`config.mk`:
```
export PLATFORM = sky130hd
export DESIGN_NAME = ctl1_encoder
export DESIGN_NICKNAME = d
export VERILOG_FILES = /design/src/rtl/ctl1_pkg.sv /design/src/rtl/ctl1_conv.sv /design/src/rtl/ctl1_mask_reg.sv /design/src/rtl/ctl1_encoder.sv
export SDC_FILE = /design/constraint.sdc
export NUM_CORES = 1
export LEC_CHECK = 0
export BUFFER_PORTS_ARGS = -buffer_cell sky130_fd_sc_hd__buf_2
export CORE_UTILIZATION = 30
export CTS_BUF_LIST = sky130_fd_sc_hd__clkbuf_16
export CTS_CLUSTER_DIAMETER = 200
export DETAILED_ROUTE_END_ITERATION = 10
export GPL_TIMING_DRIVEN = 0
export HOLD_SLACK_MARGIN = 0.1
export PLACE_DENSITY = 0.48
export SYNTH_ARGS = -nofsm -noshare
export SYNTH_HDL_FRONTEND = slang
export SYNTH_SLANG_ARGS = --single-unit
export TNS_END_PERCENT = 1
```
`constraint.sdc`:
```
create_clock -name clk -period 5.6 [get_ports clk]
set_clock_uncertainty 0.2 [all_clocks]
set_input_delay 1.12 -clock clk [delete_from_list [all_inputs] [get_ports clk]]
set_output_delay 1.12 -clock clk [all_outputs]
set_load 0.1 [all_outputs]
```
`src/rtl/ctl1_pkg.sv`:
```
package ctl1_pkg;

    localparam int CCS_W      = 7;
    localparam int UE_W       = 16;
    localparam int INFO_W     = CCS_W + 1;
    localparam int CL         = 9;
    localparam int MEM_W      = CL - 1;
    localparam int DATA_RATE  = 3;
    localparam int MASK_RATE  = 2;
    localparam int DATA_STEPS = INFO_W + MEM_W;
    localparam int MASK_STEPS = UE_W + MEM_W;
    localparam int CODED_LEN  = DATA_RATE * DATA_STEPS;
    localparam int OUT_LEN    = 40;
    localparam int CNT_W      = $clog2(CODED_LEN);
    localparam int KCNT_W     = $clog2(OUT_LEN + 1);
    localparam int GEN_W      = $clog2(DATA_RATE);
    localparam int SRC_W      = UE_W;

    // Generator 0 sits in the lowest slice.
    localparam logic [DATA_RATE*CL-1:0] DATA_GENS = {9'o711, 9'o663, 9'o557};
    localparam logic [MASK_RATE*CL-1:0] MASK_GENS = {9'o753, 9'o561};

    // Bit j set means coded position j is deleted.
    localparam logic [CODED_LEN-1:0] PUNCT_MAP = 48'hD200_0000_008B;

    localparam logic [CNT_W-1:0]  CNT_LAST   = CNT_W'(CODED_LEN - 1);
    localparam logic [KCNT_W-1:0] OUT_LAST   = KCNT_W'(OUT_LEN - 1);
    localparam logic [GEN_W-1:0]  DATA_GLAST = GEN_W'(DATA_RATE - 1);
    localparam logic [GEN_W-1:0]  MASK_GLAST = GEN_W'(MASK_RATE - 1);

    typedef enum logic [1:0] {
        PH_IDLE,
        PH_MASK,
        PH_DATA
    } phase_e;

    typedef struct packed {
        logic [CCS_W-1:0] ccs;
        logic             modf;
    } job_t;

    function automatic logic pos_kept(input logic [CNT_W-1:0] j);
        if (32'(j) >= CODED_LEN) return 1'b0;
        return !PUNCT_MAP[j];
    endfunction

    function automatic logic [SRC_W-1:0] data_src(input job_t jb);
        return {jb.ccs, jb.modf, {(SRC_W-INFO_W){1'b0}}};
    endfunction

endpackage

```
`src/rtl/ctl1_conv.sv`:
```
module ctl1_conv
    import ctl1_pkg::*;
#(
    parameter int                    N_GEN = 3,
    parameter logic [N_GEN*CL-1:0]   GENS  = DATA_GENS
) (
    input  logic             clk,
    input  logic             rst,
    input  logic             clr,
    input  logic             adv,
    input  logic             in_bit,
    input  logic [GEN_W-1:0] sel,
    output logic             coded
);

    logic [MEM_W-1:0] hist_q;   // [MEM_W-1] is the most recent input
    logic [CL-1:0]    window;
    logic [N_GEN-1:0] par;

    assign window = {in_bit, hist_q};

    generate
        for (genvar g = 0; g < N_GEN; g++) begin : g_tap
            assign par[g] = ^(window & GENS[g*CL +: CL]);
        end
    endgenerate

    always_comb begin
        coded = 1'b0;
        for (int i = 0; i < N_GEN; i++) begin
            if (sel == GEN_W'(i)) coded = par[i];
        end
    end

    always_ff @(posedge clk) begin
        if (rst || clr) begin
            hist_q <= '0;
        end else if (adv) begin
            hist_q <= {in_bit, hist_q[MEM_W-1:1]};
        end
    end

endmodule

```
`src/rtl/ctl1_mask_reg.sv`:
```
module ctl1_mask_reg #(
    parameter int LEN = 40
) (
    input  logic clk,
    input  logic rst,
    input  logic push,
    input  logic push_bit,
    input  logic pop,
    output logic head
);

    logic [LEN-1:0] q;

    assign head = q[LEN-1];

    always_ff @(posedge clk) begin
        if (rst) begin
            q <= '0;
        end else if (push) begin
            q <= {q[LEN-2:0], push_bit};
        end else if (pop) begin
            q <= {q[LEN-2:0], 1'b0};
        end
    end

endmodule

```
`src/rtl/ctl1_encoder.sv`:
```
module ctl1_encoder
    import ctl1_pkg::*;
(
    input  logic             clk,
    input  logic             rst,
    input  logic             start,
    input  logic [CCS_W-1:0] ccs_in,
    input  logic             mod_in,
    input  logic [UE_W-1:0]  ue_id,
    output logic             busy,
    output logic             ser_bit,
    output logic             ser_valid,
    output logic             ser_last,
    output logic             done,
    output logic             overrun
);

    phase_e            phase_q;
    job_t              job_q;
    logic [SRC_W-1:0]  src_q;
    logic [CNT_W-1:0]  cnt_q;
    logic [GEN_W-1:0]  gen_q;
    logic [KCNT_W-1:0] kcnt_q;
    logic              bit_q, valid_q, last_q, done_q, ovr_q;

    logic accept, in_mask, in_data, last_gen, kept_now;
    logic mask_coded, data_coded, mask_head;

    assign accept   = start && (phase_q == PH_IDLE);
    assign in_mask  = (phase_q == PH_MASK);
    assign in_data  = (phase_q == PH_DATA);
    assign last_gen = in_mask ? (gen_q == MASK_GLAST) : (gen_q == DATA_GLAST);
    assign kept_now = pos_kept(cnt_q);

    ctl1_conv #(.N_GEN(MASK_RATE), .GENS(MASK_GENS)) u_mask_conv (
        .clk    (clk),
        .rst    (rst),
        .clr    (accept),
        .adv    (in_mask && last_gen),
        .in_bit (src_q[SRC_W-1]),
        .sel    (gen_q),
        .coded  (mask_coded)
    );

    ctl1_conv #(.N_GEN(DATA_RATE), .GENS(DATA_GENS)) u_data_conv (
        .clk    (clk),
        .rst    (rst),
        .clr    (accept),
        .adv    (in_data && last_gen),
        .in_bit (src_q[SRC_W-1]),
        .sel    (gen_q),
        .coded  (data_coded)
    );

    ctl1_mask_reg #(.LEN(OUT_LEN)) u_mask (
        .clk      (clk),
        .rst      (rst),
        .push     (in_mask && kept_now),
        .push_bit (mask_coded),
        .pop      (in_data && kept_now),
        .head     (mask_head)
    );

    always_ff @(posedge clk) begin
        if (rst) begin
            phase_q <= PH_IDLE;
            job_q   <= '0;
            src_q   <= '0;
            cnt_q   <= '0;
            gen_q   <= '0;
            kcnt_q  <= '0;
            bit_q   <= 1'b0;
            valid_q <= 1'b0;
            last_q  <= 1'b0;
            done_q  <= 1'b0;
            ovr_q   <= 1'b0;
        end else begin
            valid_q <= 1'b0;
            last_q  <= 1'b0;
            done_q  <= 1'b0;
            if (start && phase_q != PH_IDLE) ovr_q <= 1'b1;

            if (phase_q != PH_IDLE) begin
                if (last_gen) begin
                    gen_q <= '0;
                    src_q <= {src_q[SRC_W-2:0], 1'b0};
                end else begin
                    gen_q <= gen_q + 1'b1;
                end
                cnt_q <= (cnt_q == CNT_LAST) ? '0 : cnt_q + 1'b1;
            end

            unique case (phase_q)
                PH_IDLE: begin
                    if (start) begin
                        job_q   <= '{ccs: ccs_in, modf: mod_in};
                        src_q   <= ue_id;
                        cnt_q   <= '0;
                        gen_q   <= '0;
                        kcnt_q  <= '0;
                        phase_q <= PH_MASK;
                    end
                end
                PH_MASK: begin
                    if (cnt_q == CNT_LAST) begin
                        gen_q   <= '0;
                        src_q   <= data_src(job_q);
                        phase_q <= PH_DATA;
                    end
                end
                PH_DATA: begin
                    if (kept_now) begin
                        valid_q <= 1'b1;
                        bit_q   <= data_coded ^ mask_head;
                        last_q  <= (kcnt_q == OUT_LAST);
                        kcnt_q  <= kcnt_q + 1'b1;
                    end
                    if (cnt_q == CNT_LAST) begin
                        phase_q <= PH_IDLE;
                        done_q  <= 1'b1;
                    end
                end
                default: phase_q <= PH_IDLE;
            endcase
        end
    end

    assign busy      = (phase_q != PH_IDLE);
    assign ser_bit   = bit_q;
    assign ser_valid = valid_q;
    assign ser_last  = last_q;
    assign done      = done_q;
    assign overrun   = ovr_q;

endmodule

```
======== Word level (Yosys, flattened, before mapping) ========
Memory sizes are Yosys's and may differ from the RTL's. A register that Yosys moved wholly into a read port is not among the register bits.
Index checks and enable logic that the tools add are counted.
operators by class
  $add $sub $neg .......................... 3
  $lt $le $gt $ge ......................... 2
  eq/ne operators ......................... 10
  multiplexer cells ....................... 36
  bitwise gates (word level) .............. 3
  reductions and logical operators ........ 24
operator list
  operator                                                     number
  2-to-1 mux 40 bit                                            2
  2-to-1 mux 16 bit                                            4
  XOR reduction 9 bit                                          5
  2-to-1 mux 6 bit                                             7
  case mux 16 bit (2 select lines)                             1
  2-to-1 mux 2 bit                                             7
  adder 6 x 1 -> 6 bit (second input constant)                 2
  equality test 6 bit (second input constant)                  2
  2-to-1 mux 1 bit                                             12
  case mux 6 bit (2 select lines)                              1
  less-than comparator 6 x 7 -> 1 bit (second input constant)  1
  >= comparator 6 bit (second input constant)                  1
  logical AND 1 bit                                            6
  inequality test 2 x 1 -> 1 bit (second input constant)       3
  case mux 2 bit (3 select lines)                              1
  AND reduction 3 bit                                          2
  nonzero test 2 bit                                           3
  equality test 2 x 1 -> 1 bit (second input constant)         2
  equality test 2 bit (second input constant)                  2
  zero test 2 bit                                              2
  case mux 2 bit (2 select lines)                              1
  AND reduction 2 bit                                          2
  OR reduction 3 bit                                           1
  adder 2 x 1 -> 2 bit (second input constant)                 1
  6 further kinds                                              7
word-level totals
  register bits after elaboration ......... 101
  memory bits (read-only) ................. 64
  bits of input ports ..................... 27
  output and inout port bits .............. 6
  word-level logic and storage cells ...... 94
  memories kept ........................... 1
memories
  memory           words  bits a word  rd ports  clocked after memory_dff  wr ports  RTL line        source
  (no name shown)  64     1            1         1                         0         ctl1_pkg.sv:44  return !PUNCT_MAP[j];

======== Longest topological paths before layout ========
Gate-level depths: netlist of run 1.
  depth after elaboration ................. 7
  mapped depth ............................ 8
  mapped depth without buffers ............ 7

======== Hierarchy ========
A second synthesis of run 1 with hierarchy kept.
second synthesis, totals
  cells, all modules ...................... 446
  area, all modules ....................... 4483.0 um^2
by module, submodules not included
  module                    times used  cells an instance  area each (um^2)  sequential area each (um^2)
  ctl1_encoder              1           242                2193.4            920.9
  ctl1_mask_reg             1           132                1527.7            800.8
  ctl1_conv at u_data_conv  1           38                 404.1             160.2
  ctl1_conv at u_mask_conv  1           34                 357.8             160.2

======== Least setup slack after synthesis of run 1 ========
Ideal clock, no wire load.
  path type ............................... in2reg
  start ................................... input start
  end ..................................... register with a tool-made name
  setup time .............................. 70 ps
  arrival ................................. 2168 ps
  required time ........................... 5330 ps
  setup slack ............................. 3162 ps
  cell stages on the path ................. 5
  buffers on the path ..................... 0
  cell sequence ........................... or3b_1 nand2_1 a311oi_1 a21bo_2 o2bb2ai_1
RTL lines
  element          RTL line           source
  start, declared  ctl1_encoder.sv:6  input logic start,

======== Final worst setup path of run 1 ========
  start ................................... register phase_q[0]
  end ..................................... output busy
on the way
  longest elaborated chain between the ends .. 1
RTL lines
  element                 RTL line             source
  start, declared         ctl1_encoder.sv:18   phase_e phase_q;
  start signal, assigned  ctl1_encoder.sv:66   phase_q <= PH_IDLE;
  start signal, assigned  ctl1_encoder.sv:101  phase_q <= PH_MASK;
  start signal, assigned  ctl1_encoder.sv:108  phase_q <= PH_DATA;
  nonzero test 2 bit      ctl1_encoder.sv:128  assign busy = (phase_q != PH_IDLE);
  end, declared           ctl1_encoder.sv:10   output logic busy,
Every way passes these cells.

==> flow_metrics.env, run 1 <==
export IMPL_cts_sinks=102
export IMPL_antenna_cells=0
export IMPL_min_path_cells=2
export IMPL_ir_drop_v=0.000156
export IMPL_layoutNonFillerInstCount=736
export IMPL_wl_per_cell_um=13.3
export IMPL_cts_max_level=3
export IMPL_p_leak_nw=1.90
export IMPL_yosys_cell_types_count=51
export IMPL_async_reset_ff_frac=0
export IMPL_worstHoldStart="u_mask.q[20]$_SDFFE_PP0P_"
export IMPL_setup_worst_path_start_class="flop"
export IMPL_grt_max_degree=18
export IMPL_fin_crit_ns=3.10
export IMPL_muxShareOfSynthArea=0.0670
export IMPL_slew_headroom=0.532
export IMPL_rows=43
export IMPL_drv_cap=0
export IMPL_r2r_start="cnt_q[0]$_SDFF_PP0_"
export IMPL_port_buffers=32
export IMPL_rrSetupSlack_ns=2.95
export IMPL_yosys_area_top_type="dfxtp_1"
export IMPL_holdBufCountCts=0
export IMPL_drv_slew=0
export IMPL_rsz0062_at_grt="no"
export IMPL_dieArea_mm2=0.0149
export IMPL_ys_top_cells_by_area="dfxtp_1, nand2_1, a21oi_1"
export IMPL_ant_nets=0
export IMPL_powerDensity_mw_per_mm2=304
export IMPL_grt_overflow_total=0
export IMPL_grt_pass1_wl_mm=16.3
export IMPL_final_setup_tns_ns=0
export IMPL_min_period_over_period=0.554
export IMPL_r2r_end="src_q[7]$_SDFF_PP0_"
export IMPL_avgSynthCellArea_um2=8.53
export IMPL_synthXorXnorAreaFrac=0.0528
export IMPL_crit_required_ns=4.28
export IMPL_place_ws_ns=2.49
export IMPL_routabilityCongestion=0.741
export IMPL_cts_path_max_buffers=2
export IMPL_die_w_um=122
export IMPL_path_max_fanout=9
export IMPL_synth_top_family_by_area="simple AND/OR/NAND/NOR gates"
export IMPL_syn_cell_area_mm2=0.00433
export IMPL_endpoint_kind="primary output"
export IMPL_final_util=0.360
export IMPL_vias_per_cell=4.83
export IMPL_hold_viol=0
export IMPL_drtPass1Iterations=4
export IMPL_dpl_cell_count=720
export IMPL_finalWorstSetupSlack_ns=2.50
export IMPL_synthCells=508
export IMPL_status="completed"
export IMPL_cts_buffers=9
export IMPL_yosys_warnings=0
export IMPL_drcViolationCount=0
export IMPL_clkTransAtPathRegs_ns=0.07
export IMPL_grt_antenna_before_repair=0
export IMPL_fmax_mhz=322
export IMPL_synth_adder_area_share=0.0144
export IMPL_postCtsSetupRepairBufs=0
export IMPL_hpwl_mm=7.06
export IMPL_synth_compound_area_frac=0.161
export IMPL_drive_gt1_frac=0.106
export IMPL_cts_tree="built"
export IMPL_num_vias=3555
export IMPL_start_util=0.310
export IMPL_first_global_vias=3353
export IMPL_ys_seq_elements=102
export IMPL_root_buffer="clkbuf_16"
export IMPL_clock_latency_ns=0.35
export IMPL_core_area_mm2=0.0140
export IMPL_finalSetupViolCount=0
export IMPL_final_net_count=583
export IMPL_post_cts_resized=0
export IMPL_critical_path_class="flop to primary output"
export IMPL_crit_arrival_ns=1.78
export IMPL_synth_main_ff_cell="dfxtp_1"
export IMPL_ys_seq_area_frac=0.471
export IMPL_drt_iter0_drc=114
export IMPL_grt_use_total=0.141
export IMPL_pin_count=33
export IMPL_yosysTopAreaCellShare=0.471
export IMPL_syn_nets=540
export IMPL_tightest_slew_ns=0.699
export IMPL_synth_edff_count=0
export IMPL_r2r_cells=7
export IMPL_area_growth_syn_to_layout_pct=16.3
export IMPL_hold_path_endpoint="u_mask.q[21]$_SDFFE_PP0P_"
export IMPL_wl_mm=9.75
export IMPL_die_y_um=122
export IMPL_hp_class="flop to flop"
export IMPL_synthSimpleGateAreaFrac=0.203
## how the worst max path moves through the flow
stage,startpoint,endpoint,cells after the start,slack [ns]
4_1_cts,phase_q[0]$_SDFFE_PP0P_,busy,3,2.47
5_1_grt,phase_q[0]$_SDFFE_PP0P_,busy,3,2.36
6_report,phase_q[0]$_SDFFE_PP0P_,busy,3,2.50
2_1_floorplan,start,flop,5,3.16
3_3_place_gp,rst,ser_valid$_SDFF_PP0_,5,2.48
3_5_place_dp,rst,src_q[4]$_SDFF_PP0_,5,2.49
## metrics by stage
stage | power (mW) | area [µm²] | hold WS (ns)
3_3_place_gp | 0.872 | 4720 | 0.236
2_1_floorplan | 0.837 | 4330 | 0.232
4_1_cts | 1.56 | 5040 | 0.256
3_5_place_dp | 0.873 | 4720 | 0.243
6_report | 1.53 | 5040 | 0.254
5_1_grt | 1.60 | 5040 | 0.272
## kinds of logic (layout without fill, tap and decap cells)
logic type / Yosys count / after routing
AND/OR/NAND/NOR: 205 / 205
AO/OA/AOI/OAI: 121 / 121
flip-flops: 102 / 102
buffers and inverters: 34 / 82
multiplexers: 27 / 27
XOR/XNOR: 14 / 14
adder cells (fa/ha/maj): 5 / 5
## power by group
group	switching (mW)	internal (mW)
clock	0.284	0.394
sequential	0.00913	0.739
combinational	0.0675	0.0397
total	0.361	1.17
## layout by cell type (no fill, tap or decap), types with 3 or more instances in the layout
master / count
xnor3_1: 5
or3_1: 4
nor2_1: 30
nor2b_1: 3
nor3_1: 6
and2_1: 4
mux2_1: 14
dfxtp_1: 102
nand2b_1: 5
buf_2: 34
a21oi_1: 79
inv_1: 5
clkbuf_1: 23
nand2_1: 133
mux2i_1: 11
nand3_1: 4
xnor2_1: 4
clkbuf_16: 9
and3_1: 3
ha_1: 5
a22oi_1: 15
nand4_1: 3
o21ai_0: 7
## worst max-delay path, cell delays in order (launching register included)
cell and delay (ns):
dfxtp_1 0.37, nor2_1 0.49, inv_2 0.21, buf_2 0.35
## Yosys cell counts, types with 3 or more instances
master / instances
a21oi_1: 79
a22oi_1: 15
and2_1: 4
and3_1: 3
clkbuf_1: 23
dfxtp_1: 102
ha_1: 5
inv_1: 5
mux2_1: 14
mux2i_1: 11
nand2_1: 133
nand2b_1: 5
nand3_1: 4
nand4_1: 3
nor2_1: 30
nor2b_1: 3
nor3_1: 6
o21ai_0: 7
or3_1: 4
xnor2_1: 4
xnor3_1: 5
## sequential cells by signal, indices dropped and copies added, names as in the netlist, named ones only
signal	cells
u_mask_conv.hist_q	8
done	1
cnt_q	6
src_q	16
phase_q	2
job_q	8
u_data_conv.hist_q	8
kcnt_q	6
ser_last	1
overrun	1
u_mask.q	40
gen_q	2
ser_valid	1
ser_bit	1
## metal layers
metal | global-route usage | wire length (µm) | vias up
met1 | 0.180 | 4710 | 1672
li1 | - | - | 1828
met2 | 0.227 | 4550 | 40
met3 | 0.0356 | 321 | 15
met4 | 0.0526 | 170 | 0
met5 | 0 | 0 | -
## area by class of cell
cell class / count / area, µm²
repair buffers: 32 / 160
fillers: 1456 / 8950
flip-flops and latches: 102 / 2040
clock inverters: 7 / 97.6
well taps: 180 / 225
clock buffers: 9 / 225
inverters: 7 / 26.3
multi-input cells: 372 / 2160
plain buffers: 27 / 104
Note: power is estimated with default switching activity, not from simulation.
==> inputs of run 2 (changes only) <==
--- a/config.mk
+++ b/config.mk
@@ -12,7 +12,7 @@
 export DETAILED_ROUTE_END_ITERATION = 10
 export GPL_TIMING_DRIVEN = 0
 export HOLD_SLACK_MARGIN = 0.1
-export PLACE_DENSITY = 0.48
+export PLACE_DENSITY = 0.49
 export SYNTH_ARGS = -nofsm -noshare
 export SYNTH_HDL_FRONTEND = slang
 export SYNTH_SLANG_ARGS = --single-unit
==> constraint.sdc (replaced) <==
create_clock -name clk -period 2.6 [get_ports clk]
set_clock_uncertainty 0.2 [all_clocks]
set_input_delay 0.52 -clock clk [delete_from_list [all_inputs] [get_ports clk]]
set_output_delay 0.52 -clock clk [all_outputs]
set_load 0.1 [all_outputs]
==> run 2 against run 1 <==
Net effect:
- critical path type is now flop to flop
- global-route usage decreased by 0.054 points
- critical endpoint is now src_q[7]$_SDFF_PP0_
- largest power group unchanged
- flip-flop and latch count unchanged
- register-to-register slack got worse by 2.7 ns
- die area unchanged
==> flow_metrics.env, run 2 (synthesis gave the netlist of run 1 again) <==
export IMPL_finalWorstSetupSlack_ns=0.228
export IMPL_largest_reg_flops=40
export IMPL_root_buffer="clkbuf_16"
export IMPL_drcViolationCount=0
export IMPL_dpl_cell_count=720
export IMPL_path_max_fanout=10
export IMPL_layout_commonest_cell="nand2_1"
export IMPL_wl_per_cell_um=13.1
export IMPL_setup_worst_path_start_class="flop"
export IMPL_final_setup_tns_ns=0
export IMPL_grt_antenna_before_repair=0
export IMPL_die_y_um=122
export IMPL_rows=43
export IMPL_rsz0062_at_grt="no"
export IMPL_min_path_cells=3
export IMPL_place_area_mm2=0.00472
export IMPL_first_global_vias=3469
export IMPL_area_growth_syn_to_layout_pct=16.4
export IMPL_hold_slack_ns=0.216
export IMPL_cts_max_level=3
export IMPL_crit_required_ns=2.62
export IMPL_cts_path_max_buffers=2
export IMPL_place_ws_ns=-0.0351
export IMPL_drv_cap=0
export IMPL_critPathMaxStageDelay_ns=0.44
export IMPL_die_w_um=122
export IMPL_grt_use_total=0.140
export IMPL_powerDensity_mw_per_mm2=633
export IMPL_clkTransAtPathRegs_ns=0.07
export IMPL_grt_overflow_total=0
export IMPL_rrSetupSlack_ns=0.23
export IMPL_core_area_mm2=0.0140
export IMPL_pin_count=33
export IMPL_drv_slew=0
export IMPL_crit_arrival_ns=2.39
export IMPL_hpwl_mm=6.97
export IMPL_min_period_over_period=0.912
export IMPL_start_util=0.310
export IMPL_cts_tree="built"
export IMPL_num_fill_cells=1495
export IMPL_port_buffers=32
export IMPL_drtPass1Iterations=5
export IMPL_endpoint_kind="flop"
export IMPL_worstHoldStart="ccs_in[5]"
export IMPL_hold_path_endpoint="job_q[6]$_SDFFE_PP0P_"
export IMPL_layoutNonFillerInstCount=738
export IMPL_grt_pass1_wl_mm=16.3
export IMPL_fmax_mhz=422
export IMPL_layout_common_cells="nand2_1, dfxtp_1, a21oi_1, buf_2, nor2_1"
export IMPL_final_net_count=585
export IMPL_drt_iter0_drc=140
export IMPL_r2r_end="src_q[7]$_SDFF_PP0_"
export IMPL_postLayoutCellArea_mm2=0.00504
export IMPL_cpMaxStageDelayCell="nor3_4"
export IMPL_r2r_cells=7
export IMPL_antenna_cells=0
export IMPL_ir_drop_v=0.000334
export IMPL_finalSetupViolCount=0
export IMPL_cts_sinks=102
export IMPL_ant_nets=0
export IMPL_p_leak_nw=1.91
export IMPL_hp_class="input pin to flop"
export IMPL_vias_per_cell=4.79
export IMPL_tightest_slew_ns=0.594
export IMPL_cts_buffers=9
export IMPL_num_vias=3535
export IMPL_regMostFlops="u_mask.q"
export IMPL_dieArea_mm2=0.0149
export IMPL_holdBufCountCts=0
export IMPL_reg_top3="u_mask.q (40), src_q (16)"
export IMPL_final_util=0.361
export IMPL_routabilityCongestion=0.762
export IMPL_crit_chain="ha_1 > nand3_1 > nor3_4 > nor2_1 > clkbuf_1 > a22oi_1 > nor2_1"
export IMPL_fin_crit_ns=2.37
export IMPL_clock_latency_ns=0.35
export IMPL_grt_max_degree=18
export IMPL_cp_common_cell="nor2_1"
export IMPL_critical_path_class="flop to flop"
export IMPL_status="completed"
export IMPL_slew_headroom=0.604
export IMPL_r2r_start="cnt_q[0]$_SDFF_PP0_"
export IMPL_drive_gt1_frac=0.111
export IMPL_hold_viol=0
export IMPL_total_power_mw=3.19
export IMPL_wl_mm=9.66
-- run 2: changes by cell type in the layout (fill, tap and decap cells not counted) --
cell,delta
buf_4,+2
bufinv_16,-1
clkbuf_1,-1
clkbuf_2,+1
clkinv_2,-1
clkinv_4,+1
inv_1,+1
nor2_1,-1
nor2_2,+1
nor3_2,-1
nor3_4,+1
-- run 2: timing repair --
action                                  CTS  global route
endpoints found under the hold margin     0             0
gates resized for setup                   1             3
endpoints found under the setup margin    2            10
setup buffers                             0             2
pin swaps                                 0             1
-- run 2: layout make-up --
class                   count  area, µm²  area share
clock inverters             7       75.1      0.0149
flip-flops and latches    102       2040       0.405
plain buffers              27        105      0.0208
inverters                   7       26.3     0.00521
multi-input cells         372       2170       0.430
clock buffers               9        225      0.0446
repair buffers             34        175      0.0347
well taps                 180        225      0.0446
-- run 2: power breakdown --
group          internal [mW]  switching [mW]  total (mW)
Clock                  0.751           0.597        1.35
Combinational         0.0870           0.145       0.232
Sequential              1.59          0.0199        1.61
-- run 2: metal layers --
| layer | share of wire | vias to the layer above | GRT usage | wire (µm) |
|---|---|---|---|---|
| met4 | 0.012 | 0 | 0.0465 | 115 |
| li1 | - | 1828 | - | - |
| met5 | 0 | - | 0 | 0 |
| met3 | 0.026 | 11 | 0.0323 | 250 |
| met1 | 0.49 | 1669 | 0.176 | 4750 |
| met2 | 0.47 | 27 | 0.235 | 4550 |
-- run 2: how the worst max path moves through the flow --
| stage | startpoint | end |
|---|---|---|
| floorplan | gen_q[1]$_SDFF_PP0_ | src_q[10]$_SDFF_PP0_ |
| global placement | cnt_q[0]$_SDFF_PP0_ | src_q[7]$_SDFF_PP0_ |
| detailed placement | cnt_q[0]$_SDFF_PP0_ | src_q[7]$_SDFF_PP0_ |
| CTS | phase_q[0]$_SDFFE_PP0P_ | busy |
| global route | cnt_q[0]$_SDFF_PP0_ | src_q[6]$_SDFF_PP0_ |
| finish | cnt_q[0]$_SDFF_PP0_ | src_q[7]$_SDFF_PP0_ |
-- run 2: worst max-delay path: cells and delay by family, from the launching register on --
family | cells | cell delay [ns]
adder cells (fa/ha/maj) | 1 | 0.21
buffers and inverters | 1 | 0.28
flip-flops | 1 | 0.41
AO/OA/AOI/OAI | 1 | 0.20
AND/OR/NAND/NOR | 4 | 0.93
